`src/rtl/dbt_pkg.sv`:
```
`timescale 1ns/1ps
package dbt_pkg;

  typedef enum logic [2:0] {
    CMD_NOP  = 3'd0,
    CMD_ACT  = 3'd1,
    CMD_RD   = 3'd2,
    CMD_WR   = 3'd3,
    CMD_PRE  = 3'd4,
    CMD_PREA = 3'd5,
    CMD_REF  = 3'd6,
    CMD_MRS  = 3'd7
  } cmd_e;

  // rule codes, lower value wins
  localparam int C_STATE   = 1;
  localparam int C_RCD_RD  = 2;
  localparam int C_RCD_WR  = 3;
  localparam int C_RC      = 4;
  localparam int C_RRD     = 5;
  localparam int C_RAS_MIN = 6;
  localparam int C_RP      = 7;
  localparam int C_WR      = 8;
  localparam int C_WTR     = 9;
  localparam int C_DAL     = 10;
  localparam int C_RFC     = 11;
  localparam int C_RAS_MAX = 12;
  localparam int C_REFI    = 13;
  localparam int NCODE     = 16;

  typedef struct packed {
    logic state;
    logic rcd_rd;
    logic rcd_wr;
    logic rc;
    logic ras_min;
    logic rp;
    logic wr;
    logic dal;
    logic ras_max;
  } bank_err_t;

  // a gap of n cycles: counter starts at n-1 on the next cycle and must reach 0
  function automatic logic [31:0] gap_load(input logic [31:0] n);
    return (n == 32'd0) ? 32'd0 : n - 32'd1;
  endfunction

  // lowest set rule index, 0 when none
  function automatic logic [3:0] first_code(input logic [NCODE-1:0] hits);
    logic [3:0] code;
    code = 4'd0;
    for (int i = NCODE - 1; i >= 1; i--) begin
      if (hits[i]) code = 4'(i);
    end
    return code;
  endfunction

endpackage

```
`src/rtl/dbt_gap_timer.sv`:
```
`timescale 1ns/1ps
module dbt_gap_timer #(
  parameter int W = 8
) (
  input  logic         clk,
  input  logic         rst_n,
  input  logic         load_i,
  input  logic [W-1:0] val_i,
  output logic         busy_o
);
  logic [W-1:0] cnt_q;

  always_ff @(posedge clk or negedge rst_n) begin
    if (!rst_n)              cnt_q <= '0;
    else if (load_i)         cnt_q <= val_i;
    else if (cnt_q != '0)    cnt_q <= cnt_q - W'(1);
  end

  assign busy_o = (cnt_q != '0);
endmodule

```
`src/rtl/dbt_bank.sv`:
```
`timescale 1ns/1ps
module dbt_bank
  import dbt_pkg::*;
#(
  parameter int CW = 8,
  parameter int LW = 17
) (
  input  logic          clk,
  input  logic          rst_n,
  input  logic          sel_i,
  input  cmd_e          cmd_i,
  input  logic          ap_i,
  input  logic          wr_last_i,
  input  logic [CW-1:0] cfg_rc,
  input  logic [CW-1:0] cfg_ras_min,
  input  logic [CW-1:0] cfg_rp,
  input  logic [CW-1:0] cfg_rcd_rd,
  input  logic [CW-1:0] cfg_rcd_wr,
  input  logic [CW-1:0] cfg_wr,
  input  logic [CW-1:0] cfg_dal,
  input  logic [LW-1:0] cfg_ras_max,
  output logic          open_o,
  output bank_err_t     err_o
);
  logic open_q, ap_pend_q, ras_armed_q;
  logic is_act, is_rd, is_wr, is_pre, close_ev, rp_start, dal_start;
  logic rcdr_busy, rcdw_busy, rc_busy, rasmin_busy, rasmax_busy, rp_busy, wr_busy, dal_busy;

  assign is_act    = sel_i && (cmd_i == CMD_ACT);
  assign is_rd     = sel_i && (cmd_i == CMD_RD);
  assign is_wr     = sel_i && (cmd_i == CMD_WR);
  assign is_pre    = (sel_i && (cmd_i == CMD_PRE)) || (cmd_i == CMD_PREA);
  assign close_ev  = open_q && (is_pre || ((is_rd || is_wr) && ap_i));
  assign rp_start  = open_q && (is_pre || (is_rd && ap_i));
  assign dal_start = wr_last_i && ap_pend_q;

  dbt_gap_timer #(.W(CW)) u_rcdr (.clk, .rst_n, .load_i(is_act),
    .val_i(CW'(gap_load(32'(cfg_rcd_rd)))), .busy_o(rcdr_busy));
  dbt_gap_timer #(.W(CW)) u_rcdw (.clk, .rst_n, .load_i(is_act),
    .val_i(CW'(gap_load(32'(cfg_rcd_wr)))), .busy_o(rcdw_busy));
  dbt_gap_timer #(.W(CW)) u_rc (.clk, .rst_n, .load_i(is_act),
    .val_i(CW'(gap_load(32'(cfg_rc)))), .busy_o(rc_busy));
  dbt_gap_timer #(.W(CW)) u_rasmin (.clk, .rst_n, .load_i(is_act),
    .val_i(CW'(gap_load(32'(cfg_ras_min)))), .busy_o(rasmin_busy));
  dbt_gap_timer #(.W(LW)) u_rasmax (.clk, .rst_n, .load_i(is_act),
    .val_i(LW'(gap_load(32'(cfg_ras_max)))), .busy_o(rasmax_busy));
  dbt_gap_timer #(.W(CW)) u_rp (.clk, .rst_n, .load_i(rp_start),
    .val_i(CW'(gap_load(32'(cfg_rp)))), .busy_o(rp_busy));
  dbt_gap_timer #(.W(CW)) u_wr (.clk, .rst_n, .load_i(wr_last_i),
    .val_i(CW'(gap_load(32'(cfg_wr)))), .busy_o(wr_busy));
  dbt_gap_timer #(.W(CW)) u_dal (.clk, .rst_n, .load_i(dal_start),
    .val_i(CW'(gap_load(32'(cfg_dal)))), .busy_o(dal_busy));

  always_comb begin
    err_o         = '0;
    err_o.state   = (is_act && open_q) || ((is_rd || is_wr) && !open_q);
    err_o.rcd_rd  = is_rd && rcdr_busy;
    err_o.rcd_wr  = is_wr && rcdw_busy;
    err_o.rc      = is_act && rc_busy;
    err_o.ras_min = is_pre && open_q && rasmin_busy;
    err_o.rp      = is_act && rp_busy;
    err_o.wr      = is_pre && open_q && wr_busy;
    err_o.dal     = is_act && (ap_pend_q || dal_busy);
    err_o.ras_max = ras_armed_q && open_q && !rasmax_busy && !close_ev;
  end

  always_ff @(posedge clk or negedge rst_n) begin
    if (!rst_n) begin
      open_q      <= 1'b0;
      ap_pend_q   <= 1'b0;
      ras_armed_q <= 1'b0;
    end else begin
      if (is_act)        open_q <= 1'b1;
      else if (close_ev) open_q <= 1'b0;
      if (is_wr && ap_i && open_q) ap_pend_q <= 1'b1;
      else if (wr_last_i)          ap_pend_q <= 1'b0;
      if (is_act)                        ras_armed_q <= 1'b1;
      else if (close_ev || err_o.ras_max) ras_armed_q <= 1'b0;
    end
  end

  assign open_o = open_q;
endmodule

```
`config.mk`:
```
export PLATFORM = sky130hd
export DESIGN_NAME = dbt_bank
export DESIGN_NICKNAME = d
export VERILOG_FILES = /design/src/rtl/dbt_pkg.sv /design/src/rtl/dbt_gap_timer.sv /design/src/rtl/dbt_bank.sv
export SDC_FILE = /design/constraint.sdc
export NUM_CORES = 1
export LEC_CHECK = 0
export BUFFER_PORTS_ARGS = -buffer_cell sky130_fd_sc_hd__buf_2
export CORE_UTILIZATION = 35
export CTS_BUF_LIST = sky130_fd_sc_hd__clkbuf_4
export CTS_CLUSTER_DIAMETER = 40
export DETAILED_ROUTE_END_ITERATION = 6
export GPL_ROUTABILITY_DRIVEN = 0
export PLACE_DENSITY = 0.64
export RECOVER_POWER = 100
export SYNTH_ARGS = -nofsm -noshare
export SYNTH_HDL_FRONTEND = slang
export SYNTH_HIERARCHICAL = 1
export SYNTH_SLANG_ARGS = --single-unit
```
`constraint.sdc`:
```
create_clock -name clk -period 8.2 [get_ports clk]
set_input_delay 2.46 -clock clk [delete_from_list [all_inputs] [get_ports clk]]
set_output_delay 2.46 -clock clk [all_outputs]
set_load 0.01 [all_outputs]
```
# Word level (Yosys, flattened, before mapping)
# Index checks and enable logic that the tools add are counted.
[op_classes]
addsub = 16
n_reduce_logical = 61
shifts = 0
muxes = 30
n_eq_ne = 5
div_mod_pow = 0
order_cmp = 0
n_mul = 0
n_bitwise = 0
[ops]
columns = ["operator", "count"]
rows = [
  ["$mux 8", 21],
  ["$sub 8x1->8 const B", 14],
  ["$logic_not 8->1", 7],
  ["$reduce_bool 8->1", 7],
  ["$mux 17", 3],
  ["$sub 17x1->17 const B", 2],
  ["$logic_and 1x1->1", 24],
  ["$reduce_bool 2->1", 11],
  ["$logic_not 17->1", 1],
  ["$reduce_bool 17->1", 1],
  ["$logic_or 1x1->1", 7],
  ["$eq 3x2->1 const B", 2],
  ["$eq 3x3->1 const B", 2],
  ["$mux 1", 6],
  ["$eq 3x1->1 const B", 1],
  ["$logic_not 1->1", 3],
]
[totals]
wordCells = 123
ramBits = 0
n_memories = 0
in_bits = 81
mem_bits_ro = 0
latch_bits = 0
regBits = 76
output_inout_bits = 10

# Logic depth before layout (Yosys ltp)
[logic_depth]
word_depth = 11
mapped_depth = 9
depth_no_buf = 8

# Hierarchy
# Netlist, hierarchy kept.
[modules_own_cells]
columns = ["mod", "area_each_um2", "instances", "seq_area_each_um2", "cells_each"]
rows = [
  ["dbt_gap_timer (u_rc ...)", 529.3, 5, 200.2, 59],
  ["dbt_bank", 1908.1, 1, 75.1, 295],
  ["dbt_gap_timer (u_rasmax)", 1004.7, 1, 425.4, 101],
  ["dbt_gap_timer (u_dal ...)", 490.5, 2, 200.2, 55],
]

# Worst setup path after synthesis
# OpenSTA, ideal clock, no wires.
[synth_timing]
path_kind = "in2out"
startpoint = "input sel_i"
endpoint = "output err_o[3] (netlist name)"
n_path_buf = 0
stages = 4
required_ns = 5.740
t_arrival_ns = 3.685
slack_ns = 2.055
path_cell_list = "nor2b_1 nand2_1 nor2_1 and2_1"
[synth_lines]
columns = ["element", "line_no", "source"]
rows = [
  ["start: declaration", "dbt_bank.sv:10", "input logic sel_i,"],
  ["end: declaration", "dbt_bank.sv:23", "output bank_err_t err_o"],
]

==> results.json <==
{
  "status": "finished, violations left",
  "violations": "DRC, capacitance limit, slew limit",
  "finClkSkew_ps": 12.1,
  "dp_cells": 1096,
  "ir_worst_vdd_uv": 82.5,
  "synthArstFlopShare_pct": 100,
  "avgSynthCellArea_um2": 8.16,
  "endpoint_kind": "output pin",
  "postCtsResizedCells": 0,
  "fin_hold_ws_ps": 530,
  "cts_buffer_depth": 2,
  "finalMaxSlewViolations": 120,
  "crit_cells": 6,
  "required_ps": 5740,
  "ff_latch_area_um2": 1900,
  "clkTransAtPathRegs_ps": 130,
  "yosysSeqAreaShare_pct": 29.1,
  "drtPass1Iterations": 7,
  "synth-seq-cells": 76,
  "design.die.area_um2": 19200,
  "core_um2": 18100,
  "seqPwrFrac_pct": 44.3,
  "crit_slowest_cell": "nor2_1",
  "syn_inst": 801,
  "worstPathMaxFanout": 20,
  "grt_pass1_wl_mm": 26.4,
  "tritoncts": "built",
  "worst_pin_slew_ps": 4290,
  "multi_input_area_um2": 4280,
  "hp-class": "reg -> reg",
  "syn2layout_area_growth_pct": 11.2,
  "start_util_pct": 36.0,
  "synth_ff_type": "dfrtp_1",
  "ys_warn_count": 6,
  "drive_gt1_share_pct": 14.5,
  "cts_buffers": 9,
  "critPathCapture": "err_o[1]",
  "grt_use_total_pct": 16.7,
  "hold_violations": 0,
  "path_class": "in -> out",
  "ff2ff_path_depth": 8,
  "grt_overflow_total": 0,
  "combPwrFrac_pct": 41.5,
  "synth_cell_type_count": 67,
  "worstPathCellList": "clkbuf_1 -> nor2b_1 -> nand2_1 -> nor2_1 -> o21a_1 -> clkbuf_1",
  "drc": 18,
  "layout_commonest_cell": "nor2_1",
  "synth_edf_count": 0,
  "fin_cells": 1114,
  "grt_antenna_before_repair": 1,
  "grt_max_degree": 77,
  "power_frac_clock_pct": 14.2,
  "antenna_left": 0,
  "cp_common_cell": "clkbuf_1",
  "drv_cap": 2,
  "timing.final.crit_share_pct": 83.3,
  "arrival_ps": 4370,
  "port_buffers": 90,
  "cts-root-buf": "clkbuf_4",
  "r2r-start": "u_rasmax/cnt_q[0]",
  "num_vias": 5955,
  "wl_mm": 15.3,
  "crit_buf_inv": 2,
  "p_leak_nw": 2.88,
  "mostFrequentLayoutCells": "nor2_1, dfrtp_1, buf_2, inv_1, nand2_1",
  "routedWlPerCell_um": 13.8,
  "fin_util_pct": 40.1,
  "critPathLaunch": "cmd_i[2]",
  "postCtsSetupBuffers": 0,
  "syn_nets": 913,
  "fin_setup_tns_ps": 0,
  "hp-start": "ras_armed_q",
  "chipHeight_um": 139,
  "startpoint_type": "primary input",
  "insertion_delay_ps": 460,
  "r2r_end": "ras_armed_q",
  "grt_pass1_vias": 5642,
  "die_w_um": 139,
  "power.density_nw_per_um2": 232,
  "syn_area_um2": 6540,
  "fmax_ghz": 0.146,
  "cts_sinks": 76,
  "slowest_delay_ps": 980,
  "nets": 990,
  "hpwl_mm": 11.6,
  "power.internal_w": 0.000980,
  "rrSetupSlack_ps": 5690,
  "setup_viol": 0,
  "period_minus_slack_ps": 6830,
  "cpLargestDelayFamily": "simple AND/OR/NAND/NOR gates",
  "rows": 49,
  "via_per_inst": 5.35,
  "p_switching_w": 0.000704,
  "switching_share_pct": 41.8,
  "slew_headroom_pct": -186,
  "finalPower_w": 0.00168,
  "cts_htree_levels": 3,
  "pin_count": 91,
  "fillCellCount": 1905,
  "cts_hold_buf": 0,
  "rsz0062_at_grt": "false",
  "drt_iter0_drc": 281
}
## cell type report
cell class / instances / share of cell area [%]
antenna: 2 / 0.0688
inverter: 61 / 3.15
multi-input combinational: 638 / 58.8
sequential: 76 / 26.2
clock buffer: 11 / 1.14
timing repair buffer: 92 / 6.01
clock inverter: 5 / 0.723
tap: 229 / 3.94
## metrics by stage
step / instance area (µm²) / worst slack [ps]
6_report: 7270 / 1370
3_3_place_gp: 7190 / 1950
3_5_place_dp: 7190 / 1970
5_1_grt: 7270 / 1150
2_1_floorplan: 6540 / 2050
4_1_cts: 7320 / 1950
## cell usage after synthesis (all sizes together) (7+ instances only)
cell type,n,area share (%)
a31oi,10,0.96
or3b,7,0.94
xor2,19,2.5
inv,61,3.5
nor2b,9,0.86
nand2b,7,0.67
clkbuf,24,1.4
nor4,24,3.0
nor3,44,3.8
a211oi,12,1.4
o211ai,7,0.80
nand2,61,3.5
o31ai,39,4.9
xnor2,52,7.0
ha,31,5.9
nor3b,14,1.6
nor4b,12,1.8
dfrtp,76,29
mux2,7,1.3
nor2,125,7.6
a21oi,22,1.7
o21ai,18,1.4
or3,14,1.4
nand3,19,1.5
or4,20,2.8
## sequential cells by signal (all words and copies together), names as in the netlist, 8 cells and up
signal          cells
u_rp/cnt_q          8
u_rcdw/cnt_q        8
u_rcdr/cnt_q        8
u_dal/cnt_q         8
u_wr/cnt_q          8
u_rc/cnt_q          8
u_rasmax/cnt_q     17
u_rasmin/cnt_q      8
## worst min path at each step
stage / endpoint / slack (ps) / depth (start not counted)
2_1_floorplan: ras_armed_q / 470 / 2
4_1_cts: ras_armed_q / 530 / 2
5_1_grt: ras_armed_q / 580 / 2
3_3_place_gp: ras_armed_q / 500 / 2
3_5_place_dp: ras_armed_q / 500 / 2
6_report: ras_armed_q / 530 / 2
## worst register-to-register path, delay by kind of cell (launching register included)
| kind | cells | cell delay [ps] |
|---|---|---|
| AO/OA/AOI/OAI | 2 | 320 |
| AND/OR/NAND/NOR | 3 | 1280 |
| buffers and inverters | 2 | 210 |
| adder cells (fa/ha/maj) | 1 | 210 |
| flip-flops | 1 | 410 |
## cells by family after synthesis
family          share of synthesized area [%]
compound gates                           15.4
xor+xnor                                 9.51
fa+ha+maj                                5.93
buf+inv                                  5.22
flops                                    29.1
mux                                      2.03
simple gates                             32.8
## metal layers
| metal | global-route usage, % | wire [µm] |
|---|---|---|
| met2 | 28.6 | 7370 |
| met4 | 4.39 | 172 |
| met5 | 0 | 0 |
| met3 | 3.83 | 531 |
| met1 | 21.1 | 7270 |
## power groups by stage
stage                     Clock [W]  Sequential [W]  Combinational (W)
after floorplan                   0        0.000701           0.000563
after global placement            0        0.000747           0.000687
after detailed placement          0        0.000749           0.000705
after CTS                  0.000254        0.000744           0.000710
after global routing       0.000268        0.000778           0.000798
final                      0.000238        0.000746           0.000699
Note: power is estimated with default switching activity, not from simulation.
